**src/rtl/sram_ctrl_pkg.sv**
```systemverilog
// Shared types and cycle-count helpers for the asynchronous SRAM controller.
// Assumes all nanosecond values and the clock period are positive integers.
package sram_ctrl_pkg;

    typedef enum logic [1:0] {
        ST_IDLE = 2'd0,
        ST_ACT  = 2'd1,
        ST_TAIL = 2'd2
    } bus_state_e;

    // Round a nanosecond interval up to whole clock cycles, never below one.
    function automatic int ns_to_cyc(input int ns, input int clk_ns);
        int c;
        c = (ns + clk_ns - 1) / clk_ns;
        return (c < 1) ? 1 : c;
    endfunction

    function automatic int imax2(input int a, input int b);
        return (a > b) ? a : b;
    endfunction

    function automatic int imax3(input int a, input int b, input int c);
        return imax2(imax2(a, b), c);
    endfunction

endpackage

```
**src/rtl/sram_ctrl_fsm.sv**
```systemverilog
// Strobe sequencer: IDLE -> ACT (strobes low) -> TAIL (address/data hold).
// Assumes ACT and TAIL counts are at least 1 and WR_TAIL >= DH_CYC.
module sram_ctrl_fsm
    import sram_ctrl_pkg::*;
#(
    parameter int RD_ACT  = 20,
    parameter int WR_ACT  = 16,
    parameter int RD_TAIL = 2,
    parameter int WR_TAIL = 4,
    parameter int DH_CYC  = 1,
    parameter int CNT_W   = 5
) (
    input  logic clk,
    input  logic rst_n,
    input  logic req_valid,
    input  logic req_we,
    output logic req_ready,
    output logic accept,
    output logic capture,
    output logic is_wr,
    output logic ce_n,
    output logic oe_n,
    output logic we_n,
    output logic drive
);

    bus_state_e       state;
    logic [CNT_W-1:0] cnt;
    logic [15:0]      we_low_run;

    assign req_ready = (state == ST_IDLE);
    assign accept    = req_ready && req_valid;
    assign capture   = (state == ST_ACT) && (cnt == '0);

    // Sequence the strobes, the phase counter and the data-drive window.
    always_ff @(posedge clk) begin
        if (!rst_n) begin
            state <= ST_IDLE;
            cnt   <= '0;
            is_wr <= 1'b0;
            ce_n  <= 1'b1;
            oe_n  <= 1'b1;
            we_n  <= 1'b1;
            drive <= 1'b0;
        end else begin
            case (state)
                ST_IDLE: begin
                    if (req_valid) begin
                        state <= ST_ACT;
                        is_wr <= req_we;
                        cnt   <= req_we ? CNT_W'(WR_ACT - 1) : CNT_W'(RD_ACT - 1);
                        ce_n  <= 1'b0;
                        oe_n  <= req_we;
                        we_n  <= !req_we;
                        drive <= req_we;
                    end
                end
                ST_ACT: begin
                    if (cnt == '0) begin
                        state <= ST_TAIL;
                        cnt   <= is_wr ? CNT_W'(WR_TAIL - 1) : CNT_W'(RD_TAIL - 1);
                        ce_n  <= 1'b1;
                        oe_n  <= 1'b1;
                        we_n  <= 1'b1;
                    end else begin
                        cnt <= cnt - 1'b1;
                    end
                end
                ST_TAIL: begin
                    drive <= drive && (cnt > CNT_W'(WR_TAIL - DH_CYC));
                    if (cnt == '0) state <= ST_IDLE;
                    else           cnt   <= cnt - 1'b1;
                end
                default: state <= ST_IDLE;
            endcase
        end
    end

    // Track how long the write strobe has been low, for the pulse-width check.
    always_ff @(posedge clk) begin
        if (!rst_n)    we_low_run <= '0;
        else if (we_n) we_low_run <= '0;
        else           we_low_run <= we_low_run + 1'b1;
    end


    we_gated_chk: assert property (@(posedge clk) disable iff (!rst_n)
        !we_n |-> (!ce_n && oe_n));

    we_width_chk: assert property (@(posedge clk) disable iff (!rst_n)
        $rose(we_n) |-> (we_low_run >= 16'(WR_ACT)));

    no_contention_chk: assert property (@(posedge clk) disable iff (!rst_n)
        drive |-> oe_n);

    busy_strobe_chk: assert property (@(posedge clk) disable iff (!rst_n)
        !ce_n |-> !req_ready);

endmodule

```
**src/rtl/sram_ctrl_datapath.sv**
```systemverilog
// Address/data registers, load capture and response pulses.
// Assumes accept and capture are single-cycle pulses from the sequencer.
module sram_ctrl_datapath #(
    parameter int ADDR_W = 13,
    parameter int DATA_W = 8
) (
    input  logic              clk,
    input  logic              rst_n,
    input  logic              accept,
    input  logic              capture,
    input  logic              is_wr,
    input  logic [ADDR_W-1:0] req_addr,
    input  logic [DATA_W-1:0] req_wdata,
    input  logic [DATA_W-1:0] dq_i,
    output logic [ADDR_W-1:0] addr_q,
    output logic [DATA_W-1:0] wdata_q,
    output logic [DATA_W-1:0] rdata_q,
    output logic              rsp_valid,
    output logic              wr_done
);

    // Latch the request, capture load data and raise the completion pulses.
    always_ff @(posedge clk) begin
        if (!rst_n) begin
            addr_q    <= '0;
            wdata_q   <= '0;
            rdata_q   <= '0;
            rsp_valid <= 1'b0;
            wr_done   <= 1'b0;
        end else begin
            rsp_valid <= capture && !is_wr;
            wr_done   <= capture && is_wr;
            if (accept) begin
                addr_q  <= req_addr;
                wdata_q <= req_wdata;
            end
            if (capture && !is_wr) rdata_q <= dq_i;
        end
    end


    rsp_pulse_chk: assert property (@(posedge clk) disable iff (!rst_n)
        rsp_valid |=> !rsp_valid);

    resp_excl_chk: assert property (@(posedge clk) disable iff (!rst_n)
        $onehot0({rsp_valid, wr_done}));

endmodule

```
**src/rtl/sram_async_ctrl.sv**
```systemverilog
// Top: turns host load/store requests into timed asynchronous SRAM strobes.
// Assumes the SRAM meets the nanosecond minimums given as parameters.
module sram_async_ctrl
    import sram_ctrl_pkg::*;
#(
    parameter int ADDR_W     = 13,
    parameter int DATA_W     = 8,
    parameter int CLK_NS     = 5,
    parameter int CYC_NS     = 100,
    parameter int ACC_NS     = 100,
    parameter int OE_ACC_NS  = 50,
    parameter int WP_NS      = 80,
    parameter int AW_NS      = 80,
    parameter int DS_NS      = 50,
    parameter int DH_NS      = 5,
    parameter int AH_NS      = 10
) (
    input  logic              clk,
    input  logic              rst_n,
    input  logic              req_valid,
    input  logic              req_we,
    input  logic [ADDR_W-1:0] req_addr,
    input  logic [DATA_W-1:0] req_wdata,
    output logic              req_ready,
    output logic              rsp_valid,
    output logic [DATA_W-1:0] rsp_rdata,
    output logic              wr_done,
    output logic [ADDR_W-1:0] sram_addr,
    output logic              sram_ce_n,
    output logic              sram_oe_n,
    output logic              sram_we_n,
    output logic [DATA_W-1:0] dq_o,
    output logic              dq_oe,
    input  logic [DATA_W-1:0] dq_i
);

    localparam int CYC_C   = ns_to_cyc(CYC_NS, CLK_NS);
    localparam int AH_C    = ns_to_cyc(AH_NS, CLK_NS);
    localparam int DH_C    = ns_to_cyc(DH_NS, CLK_NS);
    localparam int RD_ACT  = imax2(ns_to_cyc(ACC_NS, CLK_NS), ns_to_cyc(OE_ACC_NS, CLK_NS));
    localparam int WR_ACT  = imax3(ns_to_cyc(WP_NS, CLK_NS), ns_to_cyc(AW_NS, CLK_NS),
                                   ns_to_cyc(DS_NS, CLK_NS));
    localparam int RD_TAIL = imax2(AH_C, CYC_C - RD_ACT);
    localparam int WR_TAIL = imax3(AH_C, DH_C, CYC_C - WR_ACT);
    localparam int CNT_MAX = imax3(imax2(RD_ACT, WR_ACT), RD_TAIL, WR_TAIL);
    localparam int CNT_W   = $clog2(CNT_MAX + 1);

    logic accept, capture, is_wr;

    sram_ctrl_fsm #(
        .RD_ACT (RD_ACT),
        .WR_ACT (WR_ACT),
        .RD_TAIL(RD_TAIL),
        .WR_TAIL(WR_TAIL),
        .DH_CYC (DH_C),
        .CNT_W  (CNT_W)
    ) u_fsm (
        .clk      (clk),
        .rst_n    (rst_n),
        .req_valid(req_valid),
        .req_we   (req_we),
        .req_ready(req_ready),
        .accept   (accept),
        .capture  (capture),
        .is_wr    (is_wr),
        .ce_n     (sram_ce_n),
        .oe_n     (sram_oe_n),
        .we_n     (sram_we_n),
        .drive    (dq_oe)
    );

    sram_ctrl_datapath #(
        .ADDR_W(ADDR_W),
        .DATA_W(DATA_W)
    ) u_dp (
        .clk      (clk),
        .rst_n    (rst_n),
        .accept   (accept),
        .capture  (capture),
        .is_wr    (is_wr),
        .req_addr (req_addr),
        .req_wdata(req_wdata),
        .dq_i     (dq_i),
        .addr_q   (sram_addr),
        .wdata_q  (dq_o),
        .rdata_q  (rsp_rdata),
        .rsp_valid(rsp_valid),
        .wr_done  (wr_done)
    );


    addr_hold_chk: assert property (@(posedge clk) disable iff (!rst_n)
        (!req_ready && $past(!req_ready)) |-> $stable(sram_addr));

endmodule

```
**config.mk**
```make
export PLATFORM = sky130hd
export DESIGN_NAME = sram_async_ctrl
export DESIGN_NICKNAME = d
export VERILOG_FILES = /design/src/rtl/sram_ctrl_pkg.sv /design/src/rtl/sram_ctrl_fsm.sv /design/src/rtl/sram_ctrl_datapath.sv /design/src/rtl/sram_async_ctrl.sv
export SDC_FILE = /design/constraint.sdc
export NUM_CORES = 1
export LEC_CHECK = 0
export ABC_CLOCK_PERIOD_IN_PS = 5000
export BUFFER_PORTS_ARGS = -buffer_cell sky130_fd_sc_hd__buf_2
export CAP_MARGIN = 10
export CORE_MARGIN = 4
export CORE_UTILIZATION = 53
export CTS_CLUSTER_SIZE = 16
export DETAILED_ROUTE_END_ITERATION = 10
export GPL_TIMING_DRIVEN = 0
export PLACE_DENSITY_LB_ADDON = 0.12
export RECOVER_POWER = 100
export SYNTH_ARGS = -nofsm -noshare
export SYNTH_HDL_FRONTEND = slang
export SYNTH_HIERARCHICAL = 1
export SYNTH_SLANG_ARGS = --single-unit
```
**constraint.sdc**
```tcl
create_clock -name clk -period 5 [get_ports clk]
set_clock_uncertainty 0.15 [all_clocks]
set_input_delay 0.5 -clock clk [delete_from_list [all_inputs] [get_ports clk]]
set_output_delay 0.5 -clock clk [all_outputs]
set_load 0.02 [all_outputs]
```
### After elaboration in Yosys (flattened, before gate mapping)

Index checks and enable logic that the tools add are counted.

| word-level totals | value |
|---|---|
| register bits after elaboration | 43 |
| output and inout bits | 36 |
| logic and storage cells | 55 |

| cells by class | value |
|---|---|
| add/sub/neg operators | 1 |
| $lt $le $gt $ge | 1 |
| equal/unequal tests | 6 |
| multiplexer cells | 18 |
| reduce and logical (&&, ||, !) cells | 17 |

Operators with widths:

| kind | count |
|---|---|
| 5-bit 2-to-1 mux | 4 |
| 5-bit one-hot mux with 3 select lines | 1 |
| 3-bit AND reduction | 3 |
| 2-bit 2-to-1 mux | 4 |
| 1-bit one-hot mux with 2 select lines | 4 |
| 2-bit inequality test, second input constant | 3 |
| 2-bit one-hot mux with 3 select lines | 1 |
| 5-bit by 2-bit > comparator with 1-bit output, second input constant | 1 |
| 1-bit logical AND | 5 |
| 5-bit logical NOT | 1 |
| 5-bit by 1-bit subtractor with 5-bit output, second input constant | 1 |
| 1-bit 2-to-1 mux | 4 |
| 2-bit AND reduction | 2 |
| 2-bit nonzero test | 2 |
| 3-bit nonzero test | 1 |
| 2-bit by 1-bit equality test with 1-bit output, second input constant | 1 |
| 2-bit equality test, second input constant | 1 |
| 1-bit logical NOT | 2 |
| 2-bit logical NOT | 1 |
| 2-bit by 1-bit inequality test with 1-bit output, second input constant | 1 |

### Longest topological paths before layout

Gate-level depths: netlist (run 1).

| logic depth | value |
|---|---|
| depth in word-level cells | 3 |
| depth in mapped cells | 8 |

### Cells and area by module

Netlist (run 1), hierarchy kept.

Modules (own cells, without submodules):

| module | instances | cells an instance | area each (sq um) | seq. area each (sq um) |
|---|---|---|---|---|
| sram_ctrl_datapath | 1 | 108 | 1209.9 | 620.6 |
| sram_ctrl_fsm | 1 | 100 | 837.1 | 240.2 |

### Least setup slack after synthesis (run 1)

OpenSTA, ideal clock, no wires.

| timing path | value |
|---|---|
| kind | flip-flop to flip-flop |
| start point | register u_fsm.state[0] |
| end point | register u_fsm.cnt[4] |
| setup time | 0.119 ns |
| arrival | 1.766 ns |
| required time | 4.731 ns |
| setup slack | 2.966 ns |
| cell stages (with the launch flop) | 8 |
| clock period less this slack | 2.034 ns |
| cells stage by stage | dfxtp_1 -> inv_1 -> ha_1 -> nor2b_1 -> clkbuf_2 -> a211oi_2 -> o21ai_0 -> o221a_2 |

| between the ends | value |
|---|---|
| cells in the longest elaborated chain, start to end | 3 |
| elaborated cells on any way between the ends | 8 |
| those cells by class | 4 x eq/ne; 1 x mux; 3 x reduce/logical |

Ends and longest elaborated chain:

| element | RTL line | source |
|---|---|---|
| start, declared | sram_ctrl_fsm.sv:27 | `bus_state_e state;` |
| start signal, assigned | sram_ctrl_fsm.sv:38 | `state <= ST_IDLE;` |
| start signal, assigned | sram_ctrl_fsm.sv:49 | `state <= ST_ACT;` |
| start signal, assigned | sram_ctrl_fsm.sv:60 | `state <= ST_TAIL;` |
| 2-bit logical NOT (*) | -- |  |
| net req_ready | sram_async_ctrl.sv:24 | `output logic req_ready,` |
| 2-bit inequality test (no line) / 3-bit nonzero test (equally long branches) | -- |  |
| 3-bit AND reduction (no line) | -- |  |
| end signal, assigned | sram_ctrl_fsm.sv:51 | `cnt <= req_we ? CNT_W'(WR_ACT - 1) : CNT_W'(RD_ACT - 1);` |
| end signal, assigned | sram_ctrl_fsm.sv:61 | `cnt <= is_wr ? CNT_W'(WR_TAIL - 1) : CNT_W'(RD_TAIL - 1);` |
| end signal, assigned | sram_ctrl_fsm.sv:66 | `cnt <= cnt - 1'b1;` |
| end, declared | sram_ctrl_fsm.sv:28 | `logic [CNT_W-1:0] cnt;` |

The timed path passes the listed nets; every way through them passes the cells marked *.
A chain may end at the register's enable or synchronous reset.

### Worst setup path after layout (run 1)

| timing path | value |
|---|---|
| start point | register u_fsm.cnt[0] |
| end point | register u_dp.rdata_q[4] |

| between the ends | value |
|---|---|
| cells in the longest elaborated chain, start to end | 3 |

Ends and longest elaborated chain:

| element | RTL line | source |
|---|---|---|
| 5-bit logical NOT | sram_ctrl_fsm.sv:33 | `assign capture = (state == ST_ACT) && (cnt == '0);` |
| 1-bit logical AND | sram_ctrl_fsm.sv:33 |  |
| net capture | sram_async_ctrl.sv:48 | `logic accept, capture, is_wr;` |
| 1-bit logical AND | sram_ctrl_datapath.sv:37 | `if (capture && !is_wr) rdata_q <= dq_i;` |
| end signal, assigned | sram_ctrl_datapath.sv:37 |  |
| end, declared | sram_ctrl_datapath.sv:17 | `output logic [DATA_W-1:0] rdata_q,` |

The timed path passes the listed nets, and every way through them passes these cells.

==> impl_metrics.py, run 1 <==
metrics = {
    "die": {
        "row_count": 22,
        "pin_count": 69,
        "die_area_um2": 4920,
        "core_area_um2": 3690,
        "start_util_pct": 55.5,
        "die_h_um": 70.1,
        "die_w_um": 70.1,
    },
    "sta": {
        "min_period_ps": 2590,
        "maxSlewViolCount": 0,
        "tightest_slew_ps": 829,
        "rsz0062_at_grt": "no",
        "whs_ps": 299,
        "finalHoldViolCount": 0,
        "max_freq_ghz": 0.386,
        "timing.slew.headroom_pct": 44.4,
        "setup_viol": 0,
        "fin_crit_sh_pct": 51.9,
        "setup_tns_ps": 0,
    },
    "cells_and_area": {
        "layout_commonest_cell": "clkbuf_1",
        "post-route-cell-area_um2": 2420,
        "final_nets": 322,
        "num_antenna_cells": 0,
        "drive_gt1_share_pct": 16.5,
        "areaGrowthSynthToFinish_pct": 18.1,
        "final_cell_mix": "clkbuf_1 (47), dfxtp_1 (43), buf_2 (33)",
    },
    "synthesis": {
        "avgSynthCellArea_um2": 9.84,
        "ys_ff_latch": 43,
        "ys_async_sr_fraction_pct": 0,
        "synth_nets": 247,
        "yosys_warnings": 6,
        "synthCells": 208,
        "synth_edf_count": 0,
        "ys_seq_area_share_pct": 42.1,
        "netlist_area_um2": 2050,
        "synth-main-ff-cell": "dfxtp_1",
        "synthDistinctLibCells": 46,
    },
    "power_and_ir_drop": {
        "p_clk_share_pct": 23.7,
        "leakage_nw": 0.993,
        "p_comb_share_pct": 34.8,
        "vdd_drop_max_mv": 0.242,
        "seqPwrFrac_pct": 41.5,
        "p_int_w": 0.000653,
        "pwr_density_cell_nw_per_um2": 418,
        "swShare_pct": 35.3,
        "power.switching_w": 0.000357,
    },
    "global_routing": {
        "grt_usage_pct": 17.7,
        "antenna_found_initial": 0,
        "grt.overflow.total": 0,
        "grt_pass1_wl_um": 7130,
        "grt_start_max_net_pins": 14,
        "grt_pass1_vias": 1531,
    },
    "hold_path": {
        "worstHoldStart": "dq_i[2]",
        "hold_class": "in -> reg",
    },
    "cts": {
        "hold_buffers": 0,
        "cts_tree": "built",
        "clkLatencyLatePin_ps": 290,
        "clockBufferDepth": 2,
        "cts_root_buffer": "clkbuf_8",
        "cts.sinks": 43,
        "cts_resized": 0,
        "htreeDepth": 2,
        "postCtsSetupBuffers": 0,
        "cts.clk_slew.worst_paths_ps": 80,
        "numCtsBuffers": 5,
    },
    "routing": {
        "top_layer_used": "met4",
        "wl_met2_um": 1860,
        "remaining_drc_errors": 0,
        "postRouteAntennaNets": 0,
        "dr.pass1.iters": 4,
        "wl_met1_um": 1990,
        "vias": 1679,
        "wl_per_cell_um": 12.7,
        "wirelength_um": 4200,
        "first_iter_violations": 89,
        "wl_met3_um": 308,
        "via_per_inst": 5.06,
    },
    "critical_path": {
        "setup.worst_path.end_class": "flip-flop",
        "crit_required_ps": 5070,
        "crit_type": "reg -> reg",
        "arrival_ps": 2660,
        "startpoint": "u_fsm/cnt[0]",
        "cp-start-kind": "flip-flop",
        "r2r-start": "u_fsm/cnt[0]",
        "path_max_fanout": 9,
    },
    "placement": {
        "io_buffer_count": 68,
        "place.gp.congestion": 0.871,
        "post_dp_cell_area_um2": 2450,
        "hpwlAfterDp_um": 3160,
    },
    "run_status": {
        "status": "complete, no violations",
    },
    "flow_run": {
        "cap_violations": 0,
    },
}
registers in the layout, indices dropped and copies added, names as in the netlist:
| signal | count |
|---|---|
| u_dp/rsp_valid | 1 |
| u_fsm/ce_n | 1 |
| u_dp/rdata_q | 8 |
| u_fsm/is_wr | 1 |
| u_fsm/drive | 1 |
| u_fsm/oe_n | 1 |
| u_fsm/we_n | 1 |
| u_fsm/cnt | 5 |
| u_fsm/state | 2 |
| u_dp/wdata_q | 8 |
| u_dp/wr_done | 1 |
| u_dp/addr_q | 13 |
logic make-up (layout without fill, tap and decap cells):
group,after synthesis,after routing,synth area share [%]
fa+ha+maj,6,6,3.67
mux,30,30,14.7
simple gates,71,71,18.8
compound gates,33,33,12.5
buf+inv,25,101,8.31
flops,43,43,42.1
through the flow:
| step | cells | total power [W] | setup slack, ps | util [%] |
|---|---|---|---|---|
| global route | 332 | 0.00108 | 2250 | 65.5 |
| global placement | 324 | 0.000825 | 2770 | 66.4 |
| floorplan | 208 | 0.000733 | 2970 | - |
| finish | 332 | 0.00101 | 2410 | 65.5 |
| detailed placement | 324 | 0.000832 | 2730 | 66.4 |
| CTS | 332 | 0.00107 | 2700 | 69.2 |
synthesized netlist by cell type, types with 2 or more instances:
cell | count | share of area (%)
nor2b_1 | 23 | 7.0
inv_1 | 10 | 1.8
nand2b_1 | 3 | 0.92
clkbuf_1 | 5 | 0.92
nor3b_1 | 2 | 0.73
nor2_1 | 6 | 1.1
ha_1 | 6 | 3.7
a31oi_1 | 3 | 0.92
mux2i_1 | 30 | 15
o22ai_1 | 4 | 1.2
o21ai_0 | 7 | 1.7
a21oi_1 | 2 | 0.49
dfxtp_1 | 43 | 42
nand2_1 | 23 | 4.2
and2_1 | 3 | 0.92
buf_6 | 5 | 2.8
buf_12 | 2 | 2.0
nor3_1 | 3 | 0.73
final cells by class:
type                            instances  area (um^2)
Inverter                               10         37.5
Clock inverter                          1         7.51
Timing Repair Buffer                   68          295
Sequential cell                        43          861
Multi-Input combinational cell        140          980
Fill cell                             366         1270
Tap cell                               48         60.1
Buffer                                 15         80.1
Clock buffer                            7         96.3
per-layer routing:
| metal | vias up | global-route usage [%] |
|---|---|---|
| li1 | 862 | - |
| met1 | 756 | 23.3 |
| met2 | 54 | 28.0 |
| met3 | 7 | 5.32 |
| met4 | 0 | 5.11 |
| met5 | - | 0 |
worst paths after layout:
path | to | slack, ps | cells past startpoint
worst max register to register | u_dp/rdata_q[4] | 2410 | 8
worst min register to register | u_dp/rdata_q[2] | 310 | 2
worst min-delay path | u_dp/rdata_q[2] | 300 | 3
worst max-delay path | u_dp/rdata_q[4] | 2410 | 8
worst max-delay path: stages, from the launching register on:
cell	delay [ps]
dfxtp_1	360
inv_1	130
ha_1	190
nor4b_1	570
nand2_1	170
inv_1	90
nor2b_1	120
clkbuf_1	480
mux2i_1	250
power by group through the flow:
stage	clock network, W	logic [W]	registers [W]
CTS	0.000246	0.000406	0.000419
finish	0.000239	0.000351	0.000420
global route	0.000262	0.000388	0.000427
floorplan	0	0.000272	0.000462
global placement	0	0.000399	0.000426
detailed placement	0	0.000405	0.000427
Power figures use the tool's default switching activity.
==> run 2, diff against run 1 <==
Settings changed: ABC_AREA set to 1, ABC_CLOCK_PERIOD_IN_PS 5000 to 2600, CORE_UTILIZATION 53 to 49.
Clock period 5 ns to 2.6 ns, I/O delays scaled along.
==> run 2 against run 1 <==
  * Sequential power is 130% higher
  * Worst hold slack worse by 260 ps
  * Combinational power grew to 3.3 times the previous value
  * Utilization is 3.4 points lower
  * Cell count is 15% higher
  * Clock power is 69% higher
  * Power grew to 2.5 times the previous value
  * Sequential cell count stayed put
  * Area after synthesis is 7.4% lower
  * Critical endpoint is now u_dp/rdata_q[5]
==> impl_metrics.py, run 2 <==
metrics = {
    "hold_path": {
        "min_path_cells": 3,
        "hold_class": "in -> reg",
        "worstHoldStart": "req_wdata[5]",
        "min_to": "u_dp/wdata_q[5]",
    },
    "cells_and_area": {
        "num_antenna_cells": 0,
        "layout_commonest_cell": "nor2_1",
        "areaGrowthSynthToFinish_pct": 20.9,
        "final_cell_mix": "nor2_1 (75), dfxtp_1 (43), clkbuf_1 (42)",
        "final_nets": 371,
        "largest_reg_flops": 13,
        "reg.largest.list": "u_dp/addr_q (13), u_dp/rdata_q (8), u_dp/wdata_q (8)",
        "post-route-cell-area_um2": 2290,
        "final_cells": 381,
        "drive_gt1_share_pct": 16.2,
        "regMostFlops": "u_dp/addr_q",
    },
    "synthesis": {
        "synthCells": 257,
        "synth_top_area_share_pct": 45.4,
        "synth_area_leaders": "dfxtp_1 (45%), nor2_1 (14%), o21ai_0 (8.2%), nand2_1 (5.9%), ha_1 (4.0%)",
        "synth_edf_count": 0,
        "synth_most_common_cell": "nor2_1",
        "synth_nets": 296,
        "synth-main-ff-cell": "dfxtp_1",
        "synth_top_cells_by_count": "nor2_1 (72), dfxtp_1 (43), o21ai_0 (31)",
        "yosysTopAreaCell": "dfxtp_1",
        "ys_async_sr_fraction_pct": 0,
        "yosys_warnings": 6,
        "ys_seq_area_share_pct": 45.4,
        "ys_ff_latch": 43,
        "synthDistinctLibCells": 25,
        "avgSynthCellArea_um2": 7.38,
        "netlist_area_um2": 1900,
    },
    "placement": {
        "place.gp.congestion": 0.744,
        "post_dp_cell_area_um2": 2300,
        "io_buffer_count": 68,
        "place_ws_ps": 827,
        "dp.cells": 373,
        "hpwlAfterDp_um": 3130,
    },
    "cts": {
        "cts_root_buffer": "clkbuf_8",
        "numCtsBuffers": 5,
        "cts.sinks": 43,
        "cts.clk_slew.worst_paths_ps": 80,
        "cts_resized": 0,
        "clockBufferDepth": 2,
        "cts_tree": "built",
        "clkLatencyLatePin_ps": 290,
        "htreeDepth": 2,
        "postCtsSetupBuffers": 0,
        "hold_buffers": 0,
    },
    "power_and_ir_drop": {
        "leakage_nw": 1.07,
        "vdd_drop_max_mv": 0.628,
        "pwr_density_cell_nw_per_um2": 1110,
    },
    "sta": {
        "maxSlewViolCount": 0,
        "setup_tns_ps": 0,
        "min_period_ps": 2050,
        "tightest_slew_ps": 430,
        "rsz0062_at_grt": "no",
        "fin_crit_sh_pct": 78.7,
        "max_freq_ghz": 0.489,
        "fin_ws_ps": 554,
        "finalHoldViolCount": 0,
        "setup_viol": 0,
        "whs_ps": 34.5,
        "timing.slew.headroom_pct": 71.3,
    },
    "run_status": {
        "status": "complete, no violations",
    },
    "routing": {
        "remaining_drc_errors": 0,
        "wl_met2_um": 1850,
        "via_per_inst": 4.68,
        "postRouteAntennaNets": 0,
        "first_iter_violations": 105,
        "wl_met3_um": 299,
        "vias": 1782,
        "wirelength_um": 4140,
        "dr.pass1.iters": 4,
        "wl_met1_um": 1950,
        "top_layer_used": "met4",
        "wl_per_cell_um": 10.9,
    },
    "die": {
        "core_area_um2": 3690,
        "start_util_pct": 51.4,
        "die_area_um2": 4930,
        "die_w_um": 70.2,
        "row_count": 22,
        "die_h_um": 70.2,
        "pin_count": 69,
    },
    "critical_path": {
        "path_max_fanout": 9,
        "crit_required_ps": 2680,
        "startpoint": "u_fsm/state[1]",
        "r2r_end": "u_dp/rdata_q[5]",
        "r2r-start": "u_fsm/state[1]",
        "setup.worst_path.end_class": "flip-flop",
        "crit_type": "reg -> reg",
        "cp-start-kind": "flip-flop",
        "r2r_setup_slack_ps": 550,
        "reg2reg_depth": 9,
        "arrival_ps": 2130,
    },
    "global_routing": {
        "grt_usage_pct": 17.3,
        "antenna_found_initial": 0,
        "grt_pass1_vias": 1595,
        "grt_pass1_wl_um": 6920,
        "grt_start_max_net_pins": 14,
        "grt.overflow.total": 0,
    },
    "flow_run": {
        "cap_violations": 0,
    },
}
run 2: cell types whose count changed in the layout (fill, tap and decap cells not counted), sizes merged, moves of 14 or more:
| cell | change |
|---|---|
| mux2i | -30 |
| nor2b | -23 |
| nand3 | +14 |
| o21ai | +24 |
| nor2 | +71 |
| inv | +14 |
run 2: routing by layer:
layer / up-vias / global-route usage, %
li1: 963 / -
met3: 4 / 5.90
met2: 46 / 26.8
met4: 0 / 6.38
met5: - / 0
met1: 769 / 22.3
run 2: critical path: stages (launching register included):
cell      delay (ps)
dfxtp_1          330
inv_1             80
ha_1             340
nand4_1          170
clkinv_1         110
clkbuf_1         340
inv_2            110
nor2_4           200
nor2_1            70
nor2_1            90
run 2: how the worst max path moves through the flow:
stage,endpoint,depth (start not counted)
final,u_dp/rdata_q[5],9
after global routing,u_dp/rdata_q[5],9
after CTS,u_dp/rdata_q[5],9
after detailed placement,u_dp/rdata_q[5],9
after global placement,u_dp/rdata_q[3],9
after floorplan,u_dp/addr_q[0],8
run 2: where the power goes:
part	internal, W	switching, W	total [W]
sequential	0.000862	0.000121	0.000983
combinational	0.000375	0.000792	0.00117
clock	0.000188	0.000216	0.000403
run 2: metrics by stage:
stage,total power (W),util (%)
detailed placement,0.00227,62.2
floorplan,0.00193,-
CTS,0.00268,64.6
global placement,0.00225,62.2
finish,0.00255,62.1
global route,0.00278,62.1
run 2: cells by family (layout without fill, tap and decap cells):
family	count (synthesis)	after routing	synth area share [%]
simple gates	132	132	31.4
buf+inv	33	109	7.33
compound gates	42	42	11.5
fa+ha+maj	6	6	3.96
flops	43	43	45.4
xor+xnor	1	1	0.462
run 2: layout make-up:
type	instances	area, um^2
plain buffers	8	33.8
multi-input cells	181	863
repair buffers	68	295
flip-flops and latches	43	861
well taps	48	60.1
fillers	392	1400
clock inverters	2	12.5
inverters	25	93.8
clock buffers	6	72.6
==> run 3, diff against run 2 <==
Settings changed: ABC_AREA 1 to 0, ABC_CLOCK_PERIOD_IN_PS 2600 to 1800, CORE_UTILIZATION 49 to 45.
Clock period 2.6 ns to 1.8 ns, I/O delays scaled along.
==> run 3 against run 2 <==
  * Sequential share of layout area shrank 6.3 points
  * Die area grew 16%
  * The flow now finishes with violations (setup timing)
  * Final area grew 22%
==> impl_metrics.py, run 3 (synthesized netlist as in run 1, its figures left out) <==
metrics = {
    "sta": {
        "tightest_slew_ps": 447,
        "fin_crit_sh_pct": 102,
        "min_period_ps": 1830,
        "setup_tns_ps": -56.7,
        "rsz0062_at_grt": "yes",
        "max_freq_ghz": 0.545,
        "fin_ws_ps": -33.5,
        "setup_viol": 2,
        "maxSlewViolCount": 0,
        "finalHoldViolCount": 0,
        "whs_ps": 6.60,
        "timing.slew.headroom_pct": 70.2,
    },
    "critical_path": {
        "cp-start-kind": "flip-flop",
        "crit_required_ps": 1830,
        "setup.worst_path.end_class": "flip-flop",
        "crit_type": "reg -> reg",
        "path_max_fanout": 7,
        "arrival_ps": 1870,
    },
    "routing": {
        "vias": 1755,
        "via_per_inst": 4.92,
        "dr.pass1.iters": 4,
        "wirelength_um": 4810,
        "remaining_drc_errors": 0,
        "first_iter_violations": 29,
        "wl_per_cell_um": 13.5,
        "postRouteAntennaNets": 0,
    },
    "cts": {
        "cts.clk_slew.worst_paths_ps": 80,
        "htreeDepth": 2,
        "cts_tree": "built",
        "cts_root_buffer": "clkbuf_8",
        "clockBufferDepth": 2,
        "clkLatencyLatePin_ps": 290,
        "numCtsBuffers": 5,
        "cts.sinks": 43,
    },
    "die": {
        "die_w_um": 75.4,
        "pin_count": 69,
        "die_h_um": 75.4,
        "row_count": 24,
        "core_area_um2": 4380,
        "start_util_pct": 46.7,
        "die_area_um2": 5690,
    },
    "cells_and_area": {
        "num_antenna_cells": 0,
        "largest_reg_flops": 13,
        "layout_commonest_cell": "dfxtp_1",
        "drive_gt1_share_pct": 26.6,
        "post-route-cell-area_um2": 2790,
        "reg.largest.list": "u_dp/addr_q (13), u_dp/rdata_q (8), u_dp/wdata_q (8)",
        "final_nets": 343,
        "areaGrowthSynthToFinish_pct": 36.4,
        "regMostFlops": "u_dp/addr_q",
        "final_cell_mix": "dfxtp_1 (40), clkbuf_1 (39), buf_2 (34)",
    },
    "global_routing": {
        "grt_usage_pct": 16.9,
        "grt_pass1_wl_um": 7400,
        "grt_start_max_net_pins": 14,
        "antenna_found_initial": 0,
        "grt.overflow.total": 0,
        "grt_pass1_vias": 1645,
    },
    "placement": {
        "post_dp_cell_area_um2": 2490,
        "io_buffer_count": 68,
        "place_ws_ps": -262,
        "place.gp.congestion": 0.793,
        "hpwlAfterDp_um": 3390,
    },
    "power_and_ir_drop": {
        "vdd_drop_max_mv": 0.679,
        "leakage_nw": 1.15,
        "p_int_w": 0.00197,
        "power.switching_w": 0.00110,
        "pwr_density_cell_nw_per_um2": 1100,
        "p_clk_share_pct": 18.8,
        "p_comb_share_pct": 42.6,
        "seqPwrFrac_pct": 38.6,
        "swShare_pct": 35.9,
    },
    "run_status": {
        "violations": "setup timing",
        "status": "complete, but fails checks",
    },
    "hold_path": {
        "hold_class": "in -> reg",
    },
    "flow_run": {
        "cap_violations": 0,
    },
}
run 3: area by class of cell:
class	instances	area, um^2
Buffer	13	123
Tap cell	52	65.1
Timing Repair Buffer	91	507
Clock inverter	2	12.5
Sequential cell	43	872
Clock buffer	6	72.6
Inverter	10	42.5
Multi-Input combinational cell	140	1100
Fill cell	397	1590
run 3: critical path, cell delays in order, from the launching register on:
cell      delay, ps
dfxtp_4         360
inv_4            60
ha_4            140
or4b_4          550
a21oi_4         180
a21boi_1         80
a31o_1          210
run 3: routing by layer:
| metal | part of all wire, % | vias to the layer above | GRT usage, % |
|---|---|---|---|
| li1 | - | 901 | - |
| met1 | 45 | 806 | 20.6 |
| met2 | 47 | 43 | 28.5 |
| met3 | 6.3 | 5 | 4.49 |
| met4 | 1.2 | 0 | 6.41 |
| met5 | 0 | - | 0 |
run 3: repair_timing:
item,4_1_cts,5_1_grt
pin swaps,3,3
hold buffers,16,0
hold endpoints to repair,16,0
buffers inserted,6,0
endpoints found under the setup margin,19,17
resized for setup,14,13
gates cloned,0,1
run 3: path summary, 6_finish.rpt:
kind,from,end,slack (ps),cells past startpoint
max reg2reg,u_fsm/cnt[0],u_fsm/cnt[2],-30,6
min,req_wdata[3],u_dp/wdata_q[3],7,3
max,u_fsm/cnt[0],u_fsm/cnt[2],-30,6
min reg2reg,u_dp/rdata_q[6],u_dp/rdata_q[6],310,2
run 3: power groups by stage:
stage | Sequential [W] | Clock [W] | Combinational (W)
after global placement | 0.00119 | 0 | 0.00117
final | 0.00119 | 0.000578 | 0.00131
after CTS | 0.00118 | 0.000609 | 0.00132
after detailed placement | 0.00119 | 0 | 0.00120
after global routing | 0.00120 | 0.000650 | 0.00143
after floorplan | 0.00129 | 0 | 0.000810
run 3: stage by stage:
stage	utilization (%)	total power, W	cells
4_1_cts	64.3	0.00310	356
6_report	63.7	0.00307	357
3_3_place_gp	56.9	0.00236	328
5_1_grt	63.7	0.00328	357
3_5_place_dp	56.9	0.00239	328
2_1_floorplan	-	0.00210	208
